$ cat src/rtl/rtc_pkg.sv
package rtc_pkg;
    localparam int OFS_SEC    = 'h00;
    localparam int OFS_FRAC   = 'h04;
    localparam int OFS_ASEC   = 'h08;
    localparam int OFS_AFRAC  = 'h0C;
    localparam int OFS_CTRL   = 'h10;
    localparam int OFS_STAT   = 'h14;
    localparam int OFS_IEN    = 'h18;

    localparam int CTL_EN_BIT    = 3;
    localparam int CTL_SLOCK_BIT = 17;
    localparam int CTL_HLOCK_BIT = 18;
    localparam int STS_FAIL_BIT  = 0;
    localparam int STS_NV_BIT    = 1;
    localparam int STS_OVF_BIT   = 2;
    localparam int STS_ALM_BIT   = 4;
    localparam int IEN_ALM_BIT   = 4;

    typedef enum logic [1:0] {
        ST_IDLE = 2'd0,
        ST_RUN  = 2'd1,
        ST_HALT = 2'd2,
        ST_OVF  = 2'd3
    } run_state_e;
endpackage

$ cat src/rtl/rtc_fsm.sv
module rtc_fsm
    import rtc_pkg::*;
(
    input  logic clk,
    input  logic rst_n,
    input  logic en,
    input  logic hold,
    input  logic ovf,
    output logic run
);
    run_state_e state_q, state_d;

    always_ff @(posedge clk or negedge rst_n) begin
        if (!rst_n) state_q <= ST_IDLE;
        else        state_q <= state_d;
    end

    always_comb begin
        state_d = state_q;
        unique case (state_q)
            ST_IDLE: begin
                if (ovf)       state_d = ST_OVF;
                else if (hold) state_d = ST_HALT;
                else if (en)   state_d = ST_RUN;
            end
            ST_RUN: begin
                if (ovf)       state_d = ST_OVF;
                else if (hold) state_d = ST_HALT;
                else if (!en)  state_d = ST_IDLE;
            end
            ST_HALT: begin
                if (ovf)       state_d = ST_OVF;
                else if (!hold) state_d = en ? ST_RUN : ST_IDLE;
            end
            ST_OVF: begin
                if (!ovf) state_d = hold ? ST_HALT : (en ? ST_RUN : ST_IDLE);
            end
            default: state_d = ST_IDLE;
        endcase
    end

    always_comb begin
        unique case (state_q)
            ST_RUN:  run = 1'b1;
            default: run = 1'b0;
        endcase
    end
endmodule

$ cat src/rtl/rtc_counter.sv
module rtc_counter #(
    parameter int SEC_W  = 32,
    parameter int FRAC_W = 15
) (
    input  logic              clk,
    input  logic              rst_n,
    input  logic              run,
    input  logic              tick,
    input  logic              ld_sec,
    input  logic              ld_frac,
    input  logic [SEC_W-1:0]  wdata,
    output logic [SEC_W-1:0]  sec,
    output logic [FRAC_W-1:0] frac,
    output logic [SEC_W-1:0]  sec_next,
    output logic              rollover,
    output logic              wrap
);
    localparam int CNT_W = SEC_W + FRAC_W;

    logic [CNT_W-1:0] cnt_q;
    logic             step;

    assign step     = run & tick & ~ld_sec & ~ld_frac;
    assign rollover = step & (&cnt_q[FRAC_W-1:0]);
    assign wrap     = step & (&cnt_q);
    assign sec      = cnt_q[CNT_W-1:FRAC_W];
    assign frac     = cnt_q[FRAC_W-1:0];
    assign sec_next = sec + SEC_W'(1);

    always_ff @(posedge clk or negedge rst_n) begin
        if (!rst_n)       cnt_q <= '0;
        else if (ld_sec)  cnt_q[CNT_W-1:FRAC_W] <= wdata;
        else if (ld_frac) cnt_q[FRAC_W-1:0] <= wdata[FRAC_W-1:0];
        else if (step)    cnt_q <= cnt_q + CNT_W'(1);
    end
endmodule

$ cat src/rtl/rtc_alarm.sv
module rtc_alarm #(
    parameter int SEC_W = 32
) (
    input  logic             clk,
    input  logic             rst_n,
    input  logic             rollover,
    input  logic [SEC_W-1:0] sec_next,
    input  logic [SEC_W-1:0] alarm_sec,
    input  logic             clr,
    output logic             flag
);
    logic hit;

    assign hit = rollover & (sec_next == alarm_sec) & ~(&alarm_sec);

    always_ff @(posedge clk or negedge rst_n) begin
        if (!rst_n) flag <= 1'b0;
        else        flag <= hit | (flag & ~clr);
    end
endmodule

$ cat src/rtl/sec_rtc.sv
module sec_rtc
    import rtc_pkg::*;
#(
    parameter int ADDR_W = 5,
    parameter int DATA_W = 32,
    parameter int FRAC_W = 15
) (
    input  logic              clk,
    input  logic              rst_n,
    input  logic              tick_i,
    input  logic              nonvalid_i,
    input  logic              failed_i,
    input  logic              wr_busy_i,
    input  logic              bus_wr_i,
    input  logic [ADDR_W-1:0] bus_addr_i,
    input  logic [DATA_W-1:0] bus_wdata_i,
    output logic [DATA_W-1:0] bus_rdata_o,
    output logic              irq_o
);
    localparam int SEC_W = DATA_W;
    localparam logic [ADDR_W-1:0] A_SEC   = ADDR_W'(OFS_SEC);
    localparam logic [ADDR_W-1:0] A_FRAC  = ADDR_W'(OFS_FRAC);
    localparam logic [ADDR_W-1:0] A_ASEC  = ADDR_W'(OFS_ASEC);
    localparam logic [ADDR_W-1:0] A_CTRL  = ADDR_W'(OFS_CTRL);
    localparam logic [ADDR_W-1:0] A_STAT  = ADDR_W'(OFS_STAT);
    localparam logic [ADDR_W-1:0] A_IEN   = ADDR_W'(OFS_IEN);

    logic              en_q, slock_q, hlock_q, ie_q, ovf_q;
    logic [SEC_W-1:0]  alarm_q;
    logic              wr_ok, locked, cnt_wr, ld_sec, ld_frac, ld_any;
    logic              fsm_run, cnt_run, alm_clr, ovf_clr, caf;
    logic [SEC_W-1:0]  sec, sec_next;
    logic [FRAC_W-1:0] frac;
    logic              rollover, wrap;

    assign wr_ok   = bus_wr_i & ~wr_busy_i;
    assign locked  = slock_q | hlock_q;
    assign cnt_wr  = wr_ok & ~locked;
    assign ld_sec  = cnt_wr & (bus_addr_i == A_SEC);
    assign ld_frac = cnt_wr & (bus_addr_i == A_FRAC);
    assign ld_any  = ld_sec | ld_frac;
    assign alm_clr = wr_ok & (bus_addr_i == A_STAT) & bus_wdata_i[STS_ALM_BIT];
    assign ovf_clr = wr_ok & (bus_addr_i == A_STAT) & bus_wdata_i[STS_OVF_BIT];
    assign cnt_run = fsm_run & ~ovf_q;

    rtc_fsm u_fsm (
        .clk  (clk),
        .rst_n(rst_n),
        .en   (en_q),
        .hold (nonvalid_i | failed_i),
        .ovf  (ovf_q),
        .run  (fsm_run)
    );

    rtc_counter #(.SEC_W(SEC_W), .FRAC_W(FRAC_W)) u_cnt (
        .clk     (clk),
        .rst_n   (rst_n),
        .run     (cnt_run),
        .tick    (tick_i),
        .ld_sec  (ld_sec),
        .ld_frac (ld_frac),
        .wdata   (bus_wdata_i),
        .sec     (sec),
        .frac    (frac),
        .sec_next(sec_next),
        .rollover(rollover),
        .wrap    (wrap)
    );

    rtc_alarm #(.SEC_W(SEC_W)) u_alm (
        .clk      (clk),
        .rst_n    (rst_n),
        .rollover (rollover),
        .sec_next (sec_next),
        .alarm_sec(alarm_q),
        .clr      (alm_clr),
        .flag     (caf)
    );

    always_ff @(posedge clk or negedge rst_n) begin
        if (!rst_n) begin
            en_q    <= 1'b0;
            slock_q <= 1'b0;
            hlock_q <= 1'b0;
            ie_q    <= 1'b0;
            ovf_q   <= 1'b0;
            alarm_q <= '1;
        end else begin
            ovf_q <= wrap | (ovf_q & ~ovf_clr);
            if (ld_sec)
                en_q <= 1'b1;
            else if (cnt_wr && bus_addr_i == A_CTRL)
                en_q <= bus_wdata_i[CTL_EN_BIT];
            if (wr_ok && bus_addr_i == A_CTRL) begin
                slock_q <= slock_q | bus_wdata_i[CTL_SLOCK_BIT];
                hlock_q <= hlock_q | bus_wdata_i[CTL_HLOCK_BIT];
            end
            if (wr_ok && bus_addr_i == A_ASEC)
                alarm_q <= bus_wdata_i;
            if (bus_wr_i && bus_addr_i == A_IEN)
                ie_q <= bus_wdata_i[IEN_ALM_BIT];
        end
    end

    always_comb begin
        bus_rdata_o = '0;
        case (bus_addr_i)
            A_SEC:  bus_rdata_o = sec;
            A_FRAC: bus_rdata_o[FRAC_W-1:0] = frac;
            A_ASEC: bus_rdata_o = alarm_q;
            A_CTRL: begin
                bus_rdata_o[CTL_EN_BIT]    = en_q;
                bus_rdata_o[CTL_SLOCK_BIT] = slock_q;
                bus_rdata_o[CTL_HLOCK_BIT] = hlock_q;
            end
            A_STAT: begin
                bus_rdata_o[STS_ALM_BIT]  = caf;
                bus_rdata_o[STS_OVF_BIT]  = ovf_q;
                bus_rdata_o[STS_NV_BIT]   = nonvalid_i;
                bus_rdata_o[STS_FAIL_BIT] = failed_i;
            end
            A_IEN:  bus_rdata_o[IEN_ALM_BIT] = ie_q;
            default: bus_rdata_o = '0;
        endcase
    end

    assign irq_o = caf & ie_q;
endmodule

$ cat config.mk
export PLATFORM = sky130hd
export DESIGN_NAME = sec_rtc
export DESIGN_NICKNAME = d
export VERILOG_FILES = /design/src/rtl/rtc_pkg.sv /design/src/rtl/rtc_fsm.sv /design/src/rtl/rtc_counter.sv /design/src/rtl/rtc_alarm.sv /design/src/rtl/sec_rtc.sv
export SDC_FILE = /design/constraint.sdc
export NUM_CORES = 1
export LEC_CHECK = 0
export ABC_AREA = 0
export CORE_MARGIN = 8
export CORE_UTILIZATION = 55
export DETAILED_ROUTE_END_ITERATION = 7
export PLACE_DENSITY = 0.79
export SETUP_SLACK_MARGIN = 0.02
export SLEW_MARGIN = 20
export SYNTH_ARGS = -nofsm -noshare
export SYNTH_HDL_FRONTEND = slang
export SYNTH_SLANG_ARGS = --single-unit
$ cat constraint.sdc
create_clock -name clk -period 3.3 [get_ports clk]
set_clock_uncertainty 0.15 [all_clocks]
set_input_delay 0.33 -clock clk [delete_from_list [all_inputs] [get_ports clk]]
set_output_delay 0.33 -clock clk [all_outputs]
set_load 0.01 [all_outputs]
==> results.toml, run 1 <==
[run_status]
status = "finished, final reports clean"

[timing]
tightest_slew_ns = 0.642
finalHoldViolations = 0
rsz0062_at_grt = "false"
fmax_ghz = 0.330
period_share_pct = 91.8
finalSetupViolations = 0
period_needed_ns = 3.03
slew_viol_final = 0
final.setup.tns_ns = 0
slew_headroom_pct = 56.8

[synthesis]
synthCells = 701
yosysWarnings = 0
synth.ff_latch_count = 87
synth_common_cells = "nand2_1 (95), nor2_1 (62), xnor2_1 (61)"
synthArstFlopShare_pct = 100
synth_top_area_cell = "dfrtp_1"
synth_edf_count = 0
synth_top_area_share_pct = 22.9
avgSynthCellArea_sq_um = 8.59
ys_types = 53
seq_area_frac_synth_pct = 36.8
post-synth-top-count-cell = "nand2_1"
ys.flop_type = "dfrtp_1"
synth.area.top_cells = "dfrtp_1 (23%), dfstp_2 (14%), xnor2_1 (8.9%)"
synth_fp_nets = 747
syn_area_sq_mm = 0.00602

[setup_path]
setup.worst_path.class = "flip-flop to flip-flop"
crit_buf_inv = 0
slowest_stage = "or4_1"
r2r_slack_ns = 0.27
required_ns = 3.45
slowest_delay_ns = 0.57
crit_path_cell_trace = "ha_1, nand3_1, or4_4, or4_1, xnor2_1, nor4_1, nand4_1, o31ai_2"
cp_max_fo = 6
r2r-end = "u_alm.flag"
endpoint_kind = "flip-flop"
cp-start-kind = "flip-flop"
reg2reg_depth = 8
regToRegStartpoint = "u_cnt.cnt_q[15]"
arrival_ns = 3.18
crit_family = "simple AND/OR/NAND/NOR gates"

[cts]
clk_pin_slew_ns = 0.09
clock_path_buffers = 2
clkLatencyLatePin_ns = 0.38
htreeDepth = 3
cts-root-buf = "clkbuf_8"
clock-sinks = 87
cts_setup_buffers = 0
numCtsBuffers = 9
cts_tree = "built"

[power_and_ir_drop]
p_leak_nw = 2.74
switching_share_pct = 32.6
clkPwrFrac_pct = 27.2
seqPwrFrac_pct = 50.6
power_frac_comb_pct = 22.2
p_sw_mw = 0.954
ir_drop_mv = 0.319
p_per_area_mw_per_mm2 = 409
finalPower_mw = 2.92
p_int_mw = 1.97

[routing]
drt_wl_total_mm = 18.9
drt_iter0_drc = 588
wire_per_inst_um = 20.8
drt_pass1_iterations = 5
post-route-drc-count = 0
antenna_left = 0
vias = 5556
routed_via_density = 6.11

[global_routing]
grt.total_usage_pct = 26.1
overflow = 0
grt_pass1_wl_mm = 29.9
grt_pass1_vias = 5517
antenna_found_initial = 0
grt_max_degree = 40

[final_layout]
fillCellCount = 917
fin_area_sq_mm = 0.00714
ff_latch_area_sq_mm = 0.00222
area_growth_syn_to_layout_pct = 18.6
nNetsFinal = 811
post-route-util_pct = 66.5
drive_above_1_share_pct = 14.4
num_antenna_cells = 0
multi_input_area_sq_mm = 0.00360
fin_cells = 910

[placed_design]
dp_hpwl_mm = 14.5
placed_area_sq_mm = 0.00693
port_buffers = 76
gp_congestion = 0.965
dpl.cell_count = 893

[die]
rows = 38
core_area_sq_mm = 0.0107
ios = 77
die_y_um = 121
fp.dieW_um = 121
die-area_sq_mm = 0.0146
floorplan.initialDensity_pct = 56.1

[flow_run]
maxCapViolCount = 0

[worst_hold_path]
hold_class = "input port to async pin"
-- what timing repair did --
item,in CTS,in global routing
hold endpoints to repair,25,0
hold buffers,1,0
endpoints found under the setup margin,0,1
resized for setup,0,1
-- kinds of logic (layout without fill, tap and decap cells) --
family	after synthesis	count (layout)	share of synthesized area (%)
buf+inv	53	122	3.74
simple gates	288	288	23.8
compound gates	123	123	11.7
fa+ha+maj	2	2	0.415
mux	68	68	12.0
flops	87	87	36.8
xor+xnor	80	80	11.6
-- power groups by stage --
| stage | combinational, mW | sequential [mW] | clock, mW |
|---|---|---|---|
| 2_1_floorplan | 0.505 | 1.37 | 0 |
| 3_3_place_gp | 0.628 | 1.49 | 0 |
| 3_5_place_dp | 0.643 | 1.49 | 0 |
| 4_1_cts | 0.649 | 1.47 | 0.807 |
| 5_1_grt | 0.712 | 1.50 | 0.852 |
| 6_report | 0.650 | 1.48 | 0.794 |
-- flip-flops by register name, indices dropped and copies added, names as in the netlist --
signal,flops
alarm_q,32
u_alm.flag,1
u_cnt.cnt_q,47
ovf_q,1
en_q,1
hlock_q,1
ie_q,1
u_fsm.state_q,2
slock_q,1
-- per-stage QoR --
| step | hold slack (ns) | worst slack (ns) |
|---|---|---|
| 4_1_cts | 0.273 | 0.313 |
| 5_1_grt | 0.326 | 0.114 |
| 6_report | 0.279 | 0.270 |
| 2_1_floorplan | -0.116 | 0.568 |
| 3_3_place_gp | 0.140 | 0.375 |
| 3_5_place_dp | 0.145 | 0.307 |
-- placed cells by master (no fill, tap or decap), types with 32 or more instances in the layout --
cell type / n
dfrtp_1: 55
dfstp_2: 32
nor2_1: 61
nand2_1: 95
a21oi_1: 40
mux2_2: 32
xnor2_1: 61
mux2i_1: 36
o21ai_0: 52
clkdlybuf4s50_1: 74
-- worst max-delay path by stage --
stage          cells after the start             from               to
2_1_floorplan                      8  u_cnt.cnt_q[15]       u_alm.flag
3_3_place_gp                       7   u_cnt.cnt_q[2]  u_cnt.cnt_q[35]
3_5_place_dp                       7   u_cnt.cnt_q[6]  u_cnt.cnt_q[37]
5_1_grt                            8  u_cnt.cnt_q[15]       u_alm.flag
4_1_cts                            8  u_cnt.cnt_q[15]       u_alm.flag
6_report                           8  u_cnt.cnt_q[15]       u_alm.flag
-- cell type report --
class                      count  share of cell area [%]
clock inverter                 3                   0.595
clock buffer                  13                    2.22
sequential                    87                    31.0
multi-input combinational    561                    50.4
timing repair buffer          98                    12.9
tap                          140                    2.45
inverter                       8                   0.420
-- layer usage --
metal	wire, um	part of all wire [%]	global-route usage [%]	vias up
li1	-	-	-	2611
met1	8090	43	32.6	2705
met2	9180	49	43.0	203
met3	1130	6.0	5.17	37
met4	482	2.6	11.2	0
met5	0	0	0	-
(Power assumes the default switching activity.)
==> run 2: changes to the inputs <==
--- a/config.mk
+++ b/config.mk
@@ -10,6 +10,7 @@
 export CORE_UTILIZATION = 55
 export DETAILED_ROUTE_END_ITERATION = 7
 export PLACE_DENSITY = 0.79
+export RECOVER_POWER = 50
 export SETUP_SLACK_MARGIN = 0.02
 export SLEW_MARGIN = 20
 export SYNTH_ARGS = -nofsm -noshare
==> run 2 against run 1 <==
Effect of this change:
- the run now ends with max-capacitance violations, max-slew violations left
- worst hold slack gained 0.063 ns
- core utilization fell by 0.21 points
- register-to-register slack about the same
- clock-buffer cell count unchanged
- non-clock buffer count is the same
- power is essentially flat
- worst setup slack hardly changed
- flip-flop and latch count is the same
==> results.toml, run 2 (same netlist as run 1, synthesis figures left out) <==
[global_routing]
grt_pass1_vias = 5517
grt.total_usage_pct = 26.1
overflow = 0
grt_pass1_wl_mm = 29.9
antenna_found_initial = 0
grt_max_degree = 40

[timing]
period_share_pct = 91.8
slew_headroom_pct = -18.4
rsz0062_at_grt = "false"
tightest_slew_ns = 1.78
slew_viol_final = 32
finalSetupViolations = 0
fmax_ghz = 0.330
finalHoldViolations = 0
final.setup.tns_ns = 0
hold_ws_ns = 0.342
period_needed_ns = 3.03

[die]
die_y_um = 121
die-area_sq_mm = 0.0146
fp.dieW_um = 121
ios = 77
floorplan.initialDensity_pct = 56.1
core_area_sq_mm = 0.0107
rows = 38

[final_layout]
largest_reg_flops = 47
area_growth_syn_to_layout_pct = 18.2
num_antenna_cells = 0
fillCellCount = 923
drive_above_1_share_pct = 14.0
regMostFlops = "u_cnt.cnt_q"
nNetsFinal = 811
reg.largest.list = "u_cnt.cnt_q (47), alarm_q (32), u_fsm.state_q (2)"
fin_cells = 910
final_cell_mix = "nand2_1 (95), clkdlybuf4s50_1 (71), nor2_1 (61), xnor2_1 (61), dfrtp_1 (55)"
layout_commonest_cell = "nand2_1"
fin_area_sq_mm = 0.00712

[setup_path]
cp_max_fo = 6
arrival_ns = 3.18
setup.worst_path.class = "flip-flop to flip-flop"
cp-start-kind = "flip-flop"
required_ns = 3.45
endpoint_kind = "flip-flop"

[cts]
clk_pin_slew_ns = 0.09
htreeDepth = 3
cts-root-buf = "clkbuf_8"
numCtsBuffers = 9
clkLatencyLatePin_ns = 0.38
cts_setup_buffers = 0
clock-sinks = 87
cts_tree = "built"
clock_path_buffers = 2

[routing]
post-route-drc-count = 0
antenna_left = 0
vias = 5545
wire_per_inst_um = 20.7
routed_via_density = 6.09
drt_iter0_drc = 576
drt_pass1_iterations = 5
drt_wl_total_mm = 18.9

[power_and_ir_drop]
ir_drop_mv = 0.319
finalPower_mw = 2.93
p_per_area_mw_per_mm2 = 411
p_leak_nw = 2.73

[placed_design]
dpl.cell_count = 893
dp_hpwl_mm = 14.5
gp_congestion = 0.965
placed_area_sq_mm = 0.00693
port_buffers = 76

[run_status]
status = "finished with violations"
violations = "max-capacitance violations, max-slew violations"

[worst_hold_path]
hold_class = "input port to flip-flop"

[flow_run]
maxCapViolCount = 1
[run 2: metal layers]
metal / routed length, um / global-route usage [%] / share of wire (%)
met1: 8230 / 32.6 / 44
met2: 9210 / 43.0 / 49
met3: 965 / 5.17 / 5.1
met4: 473 / 11.2 / 2.5
met5: 0 / 0 / 0
[run 2: final cells by class]
type                       instances  area (sq um)  share of cell area [%]
clock inverter                     3          42.5                   0.597
tap                              140           175                    2.46
sequential                        87          2220                    31.1
clock buffer                      13           159                    2.23
timing repair buffer              98           903                    12.7
multi-input combinational        561          3590                    50.5
inverter                           8          30.0                   0.422
[run 2: worst paths after layout]
kind	cells after the start	to	slack, ns	start
min in group asynchronous	2	u_fsm.state_q[1]	0.81	rst_n
max	8	u_alm.flag	0.27	u_cnt.cnt_q[15]
max reg2reg	8	u_alm.flag	0.27	u_cnt.cnt_q[15]
min	5	en_q	0.34	bus_addr_i[3]
max in group asynchronous	3	u_cnt.cnt_q[43]	0.63	rst_n
min reg2reg	1	slock_q	0.37	slock_q
[run 2: worst max-delay path, cell delays in order (launching register included)]
cell     delay (ns)
dfrtp_1        0.46
ha_1           0.30
nand3_1        0.21
or4_4          0.52
or4_1          0.57
xnor2_1        0.15
nor4_1         0.25
nand4_1        0.16
o31ai_2        0.18
[run 2: timing repair]
action	in CTS	in global routing
endpoints found under the hold margin	25	0
hold buffers	1	0
endpoints found under the setup margin	0	1
gates resized for setup	0	1
[run 2: power breakdown]
part	leakage, nW	switching [mW]	internal [mW]
Combinational	1.56	0.310	0.338
Clock	0.0996	0.406	0.391
Sequential	1.07	0.242	1.24
Total	2.73	0.958	1.97
[run 2: metrics by stage]
step	setup WS (ns)	utilization, %
finish	0.270	66.3
global route	0.114	66.3
CTS	0.313	66.4
detailed placement	0.307	64.5
global placement	0.375	64.5
floorplan	0.568	-
